### config.mk
export PLATFORM = sky130hd
export DESIGN_NAME = dma_page_addr_gen
export DESIGN_NICKNAME = d
export VERILOG_FILES = /design/src/rtl/dma_page_addr_gen.sv
export SDC_FILE = /design/constraint.sdc
export NUM_CORES = 1
export LEC_CHECK = 0
export BUFFER_PORTS_ARGS = -buffer_cell sky130_fd_sc_hd__buf_2
export CELL_PAD_IN_SITES_DETAIL_PLACEMENT = 0
export CELL_PAD_IN_SITES_GLOBAL_PLACEMENT = 1
export CORE_UTILIZATION = 44
export CTS_BUF_LIST = sky130_fd_sc_hd__clkbuf_8
export CTS_CLUSTER_SIZE = 28
export DETAILED_ROUTE_END_ITERATION = 8
export PLACE_DENSITY = 0.92
export RECOVER_POWER = 100
export SYNTH_ARGS = -nofsm -noshare
export SYNTH_HDL_FRONTEND = slang
export SYNTH_SLANG_ARGS = --single-unit
### constraint.sdc
create_clock -name clk -period 5.6 [get_ports clk]
set_input_delay 0.28 -clock clk [delete_from_list [all_inputs] [get_ports clk]]
set_output_delay 0.28 -clock clk [all_outputs]
set_load 0.005 [all_outputs]
### src/rtl/dma_page_addr_gen.sv
module dma_page_addr_gen #(
  parameter int CNT_W  = 16,
  parameter int PAGE_W = 8,
  localparam int ADDR_W = PAGE_W + CNT_W
) (
  input  logic              clk,
  input  logic              rst_n,
  input  logic              start,
  input  logic              start_word,
  input  logic              start_down,
  input  logic [PAGE_W-1:0] start_page,
  input  logic [CNT_W-1:0]  start_addr,
  input  logic [CNT_W-1:0]  start_count,
  input  logic              step,
  output logic [ADDR_W-1:0] phys_addr,
  output logic              word_xfer,
  output logic              busy,
  output logic              tc,
  output logic [CNT_W:0]    residue
);

  logic [PAGE_W-1:0] page_q;
  logic [CNT_W-1:0]  addr_q, cnt_q;
  logic              word_q, down_q, busy_q;
  logic [CNT_W-1:0]  left;

  wire adv  = busy_q & step & ~start;
  wire last = (cnt_q == '0);

  always_ff @(posedge clk or negedge rst_n) begin
    if (!rst_n) begin
      page_q <= '0;
      addr_q <= '0;
      cnt_q  <= '0;
      word_q <= 1'b0;
      down_q <= 1'b0;
      busy_q <= 1'b0;
    end else if (start) begin
      page_q <= start_page;
      addr_q <= start_addr;
      cnt_q  <= start_count;
      word_q <= start_word;
      down_q <= start_down;
      busy_q <= 1'b1;
    end else if (adv) begin
      addr_q <= down_q ? addr_q - 1'b1 : addr_q + 1'b1;
      cnt_q  <= cnt_q - 1'b1;
      if (last) busy_q <= 1'b0;
    end
  end

  assign left      = cnt_q + 1'b1;
  assign residue   = word_q ? {left, 1'b0} : {1'b0, left};
  assign phys_addr = word_q ? {page_q[PAGE_W-1:1], addr_q, 1'b0} : {page_q, addr_q};
  assign word_xfer = word_q;
  assign busy      = busy_q;
  assign tc        = adv & last;

endmodule

# --- Word level (Yosys, flattened, before mapping) ---
# Cells that the tools add are included.
totals:
  ff_bits: 43
op_classes:
  n_addsub: 4
  n_mux: 10
  n_bitwise: 4
  reduce_logical: 4
ops:
  columns: ["op", "count"]
  rows:
  - ["$mux 16", 5]
  - ["$mux 17", 2]
  - ["$add 16x1->16 const B", 2]
  - ["$sub 16x1->16 const B", 2]
  - ["$logic_not 16->1", 1]
  - ["$reduce_bool 2->1", 2]
  - ["$and 1x1->1", 3]
  - ["$mux 1", 3]
  - ["$reduce_and 2->1", 1]
  - ["$not 1->1", 1]

# --- Longest topological paths before layout ---
depth:
  word_depth: 4
  depth_mapped: 8

# --- Worst setup path before layout ---
# No wires, ideal clock.
synth_path:
  kind: "reg2reg"
  startpoint: "register down_q"
  endpoint: "register addr_q[12]"
  setup_time_ps: 142
  arrival_ps: 2205
  t_required_ps: 5458
  slack_ps: 3254
  stages_incl_launch_ff: 8
  path_buffers: 0
  cell_sequence: "dfrtp_1 fa_1 a21o_1 a221oi_1 nor2_1 a211oi_1 xor2_1 o221ai_1"
synth_via:
  elab_chain_cells: 3
synth_lines:
  columns: ["element", "line_no", "rtl"]
  rows:
  - ["start, declared", "24", "logic word_q, down_q, busy_q;"]
  - ["start signal, assigned", "43", "down_q <= start_down;"]
  - ["$mux 16", "46", "addr_q <= down_q ? addr_q - 1'b1 : addr_q + 1'b1;"]
  - ["$mux 16", "45", "end else if (adv) begin"]
  - ["$mux 16", "38", "end else if (start) begin"]
  - ["end signal, assigned", "40", "addr_q <= start_addr;"]
  - ["end signal, assigned", "46", null]
  - ["end, declared", "23", "logic [CNT_W-1:0] addr_q, cnt_q;"]
# No other way between the ends. The select of a mux whose other input is x is not followed.
# A chain may end at the register's enable or synchronous reset.

# --- Worst setup path in the final report ---
layout_path:
  startpoint: "register word_q, in the netlist word_xfer"
  endpoint: "output residue[8]"
layout_via:
  elab_chain_cells: 1
layout_lines:
  columns: ["element", "line_no", "rtl"]
  rows:
  - ["start, declared", "24", null]
  - ["start signal, assigned", "42", "word_q <= start_word;"]
  - ["$mux 17", "53", "assign residue = word_q ? {left, 1'b0} : {1'b0, left};"]
  - ["end, declared", "19", "output logic [CNT_W:0] residue"]
# No other way between the ends.

==> results.md <==
- Design Power: between 0.001 and 0.0015 W
- Storage element area: around 0.0011 mm2
- GRT Residual Overflow: 0
- Status: complete, but fails checks
- Area used by multi-input combinational logic: 0.00242 mm2
- Hold-fix buffers, CTS: 0
- Maximum vdd ir drop: ~0.12 mV
- Number of CTS-inserted buffers: 5
- Number of antenna violations at the first check in global routing: 0
- Clock-pin slew of the registers on the worst-case setup and hold paths: approximately 90 ps
- Cell taking the most area after synthesis: sky130_fd_sc_hd__dfrtp_1
- Unrepaired setup endpoints after global routing: false
- Starting density of the core: 0.454
- Row cnt: 33
- CTS tree: done
- Antenna violation net count after detailed routing: 0
- CP Launch Type: register
- Resized Gates After CTS: 0
- Syn-to-layout area delta: 11.6%
- Leak Pwr: 1.78 nW
- Post-layout minimum cycle time: between 3000 and 4000 ps
- Sequential cell area fraction in the yosys report: 0.290
- Primary flip-flop cell chosen by synthesis mapping: sky130_fd_sc_hd__dfrtp_1
- Final-report hold violation count: 0
- Clk Latency, worst-skew pair: about 300 ps
- Fraction of registers with async set or reset after synthesis: 1.00
- Arrival time reported for the critical path endpoint: ~3600 ps
- Via count of the first global-routing pass: roughly 3100
- Worst clock skew on the final layout: 9.67 ps
- Share of the synthesized area in the top cell type: 0.290
- Worst setup margin: ~1700 ps
- Maximum frequency from static timing analysis: 257 MHz
- Number of library cell types mapped by synthesis: 53
- Max H-tree Level: 2
- Vias per inst: ~5.6
- Top post-synthesis cells by area: sky130_fd_sc_hd__dfrtp_1 (29%), sky130_fd_sc_hd__mux2_2 (9.4%), sky130_fd_sc_hd__nand2_1 (7.3%)
- Maximum number of pins on one net before global-route repair: 79
- Hold path cells: 3
- Count of cells along the worst register-to-register path: 7
- Post-synthesis instance area: 0.00371 mm2
- Required time of the worst setup path: between 5000 and 6000 ps
- Clock Tree Buf Depth: 2
- Root Buffer: sky130_fd_sc_hd__clkbuf_8
- Total of buffers placed on input and output ports: between 80 and 90
- Global-route wire length before repair: 14.7 mm
- Worst slack, placed: ~2900 ps
- Total negative slack for setup checks: 0 ps
- Cell count after placement: 600
- Share of the clock period used by the worst path: 0.695
- Initial DRT Pass Iterations: 4
- # Post-CTS Setup Buffers: 0
- Routed wire length: ~9.1 mm
- Post-route cell area: 0.00414 mm2
- Sort of element at the end of the critical path: output port
- Core outline area: a little over 0.008 mm2
- Number of pins with negative max-slew slack in the final report: 170
- Die H: between 90 and 100 um
- Overall die area: slightly below 0.009 mm2
- Total of flip-flops plus latches after synthesis: between 40 and 50
- Worst setup path class: register to output port
- Total global routing track utilization: 0.209
- Layout cells sized above 1: 0.213
- Post-detail-place hpwl: around 6.5 mm
- Top fanout value on the critical path: 46
- # setup viols final: 0
- Count of non-filler cells in the finished layout: 608
- Yosys warnings: 0
- Via count: ~3400
- Final routed wire length divided by cell count: about 15 um
- DRC Markers: 0
- IO Count: 90
- Total power per unit cell area: between 200 and 300 mW/mm2
- Number of nets in the synthesized netlist: 510
- Slew margin rel.: -0.985
- Worst hold path class: primary input to register
- Antenna cell count: 0
- Average cell area after synthesis: roughly 8.3 um2
- Violations in the final reports: max-capacitance violations, max-slew violations
- Count of clock tree sinks: between 40 and 50
- Worst-Margin Slew: roughly 3000 ps
- Final Wtd Congestion: roughly 0.84
- Number of max-cap violations: 3
- Count of flip-flops with a built-in enable after synthesis: 0
- Number of instances in the synthesized netlist: around 450
- Die Wd: 93.8 um
- Total number of nets in the final design: 566
- Layout fillers: between 800 and 900
- First-iteration detailed-routing DRC count: between 150 and 200
- Cell area after placement: between 0.004 and 0.005 mm2
## through the flow
step	utilization	hold slack, ps
after floorplan	-	-15.6
after global placement	0.502	483
after detailed placement	0.502	491
after CTS	0.513	180
after global routing	0.506	177
final	0.506	181
## metal layers
metal  up-vias  part of all wire  global-route usage
met4         0            0.0046              0.0462
li1       1695                 -                   -
met3         2             0.039              0.0202
met2        75              0.51               0.372
met5         -                 0                   0
met1      1625              0.45               0.271
## worst max-delay path, cell delays in order, from the launching register on
cell,delay [ps]
sky130_fd_sc_hd__dfrtp_1,900
sky130_fd_sc_hd__clkbuf_1,1480
sky130_fd_sc_hd__mux2_2,440
sky130_fd_sc_hd__a211oi_1,180
sky130_fd_sc_hd__a211oi_1,100
sky130_fd_sc_hd__clkbuf_1,200
## registers in the layout, summed over array words and instances (netlist names)
signal	flops
busy	1
down_q	1
cnt_q	16
page_q	8
word_xfer	1
addr_q	16
## cell families (layout without fill, tap and decap cells)
group	after synthesis	after routing	synth area share
muxes	42	42	0.124
adders and majority gates	18	18	0.0627
xor gates and xnor gates	35	35	0.0826
and+or+nand+nor	161	161	0.210
buffers and inverters	45	102	0.0566
AOI/OAI and AO/OA	102	102	0.174
DFF	43	43	0.290
## power by group
part	leakage, nW	switching [W]	internal, W	total, W
registers	0.513	0.0000742	0.000354	0.000428
clock network	0.0453	0.000113	0.0000856	0.000198
logic	1.22	0.000261	0.000248	0.000509
total	1.78	0.000448	0.000688	0.00114
## Yosys cell counts, types with 3 or more instances
cell type                  instances
sky130_fd_sc_hd__a211oi_1          8
sky130_fd_sc_hd__a21o_1            9
sky130_fd_sc_hd__a21oi_1          24
sky130_fd_sc_hd__a22o_1            4
sky130_fd_sc_hd__a31oi_1           7
sky130_fd_sc_hd__and2_1            6
sky130_fd_sc_hd__and3_1            5
sky130_fd_sc_hd__buf_1             7
sky130_fd_sc_hd__buf_2             6
sky130_fd_sc_hd__buf_4             7
sky130_fd_sc_hd__clkbuf_1         21
sky130_fd_sc_hd__dfrtp_1          43
sky130_fd_sc_hd__ha_1             17
sky130_fd_sc_hd__inv_1             3
sky130_fd_sc_hd__mux2_2           31
sky130_fd_sc_hd__mux2i_1          11
sky130_fd_sc_hd__nand2_1          72
sky130_fd_sc_hd__nand3_1          11
sky130_fd_sc_hd__nand4_1           4
sky130_fd_sc_hd__nor2_1           26
sky130_fd_sc_hd__nor2b_1           3
sky130_fd_sc_hd__nor3_1           13
sky130_fd_sc_hd__nor3b_1           5
sky130_fd_sc_hd__nor4_1            3
sky130_fd_sc_hd__o21ai_0          30
sky130_fd_sc_hd__o221ai_1          5
sky130_fd_sc_hd__xnor2_1          23
sky130_fd_sc_hd__xor2_1           12
## layout by cell type, fill, tap and decap left out, types with 7 or more instances in the layout
cell type,netlist,layout
sky130_fd_sc_hd__a211oi_1,8,8
sky130_fd_sc_hd__mux2_2,31,31
sky130_fd_sc_hd__a21o_1,9,9
sky130_fd_sc_hd__mux2i_1,11,11
sky130_fd_sc_hd__nand3_1,11,11
sky130_fd_sc_hd__xor2_1,12,12
sky130_fd_sc_hd__nor2_1,26,26
sky130_fd_sc_hd__nand2_1,72,72
sky130_fd_sc_hd__clkbuf_1,21,27
sky130_fd_sc_hd__dfrtp_1,43,43
sky130_fd_sc_hd__o21ai_0,30,33
sky130_fd_sc_hd__xnor2_1,23,23
sky130_fd_sc_hd__ha_1,17,17
sky130_fd_sc_hd__a21oi_1,24,24
sky130_fd_sc_hd__buf_2,6,59
sky130_fd_sc_hd__nor3_1,13,13
sky130_fd_sc_hd__a31oi_1,7,7
## final timing paths
path	start	endpoint	slack, ps
setup / recovery	word_xfer	residue[8]	1710
hold / removal	start_count[11]	cnt_q[11]	180
setup reg to reg	down_q	addr_q[12]	2780
hold reg to reg	page_q[2]	page_q[2]	510
max in group asynchronous	rst_n	addr_q[7]	3500
min in group asynchronous	rst_n	cnt_q[2]	710
## area by class of cell
cell class	instances	area share
multi-input cells	358	0.584
flip-flops and latches	43	0.260
repair buffers	91	0.101
well taps	105	0.0317
clock buffers	5	0.0166
clock inverters	3	0.00393
inverters	3	0.00272
(Power assumes the default switching activity.)
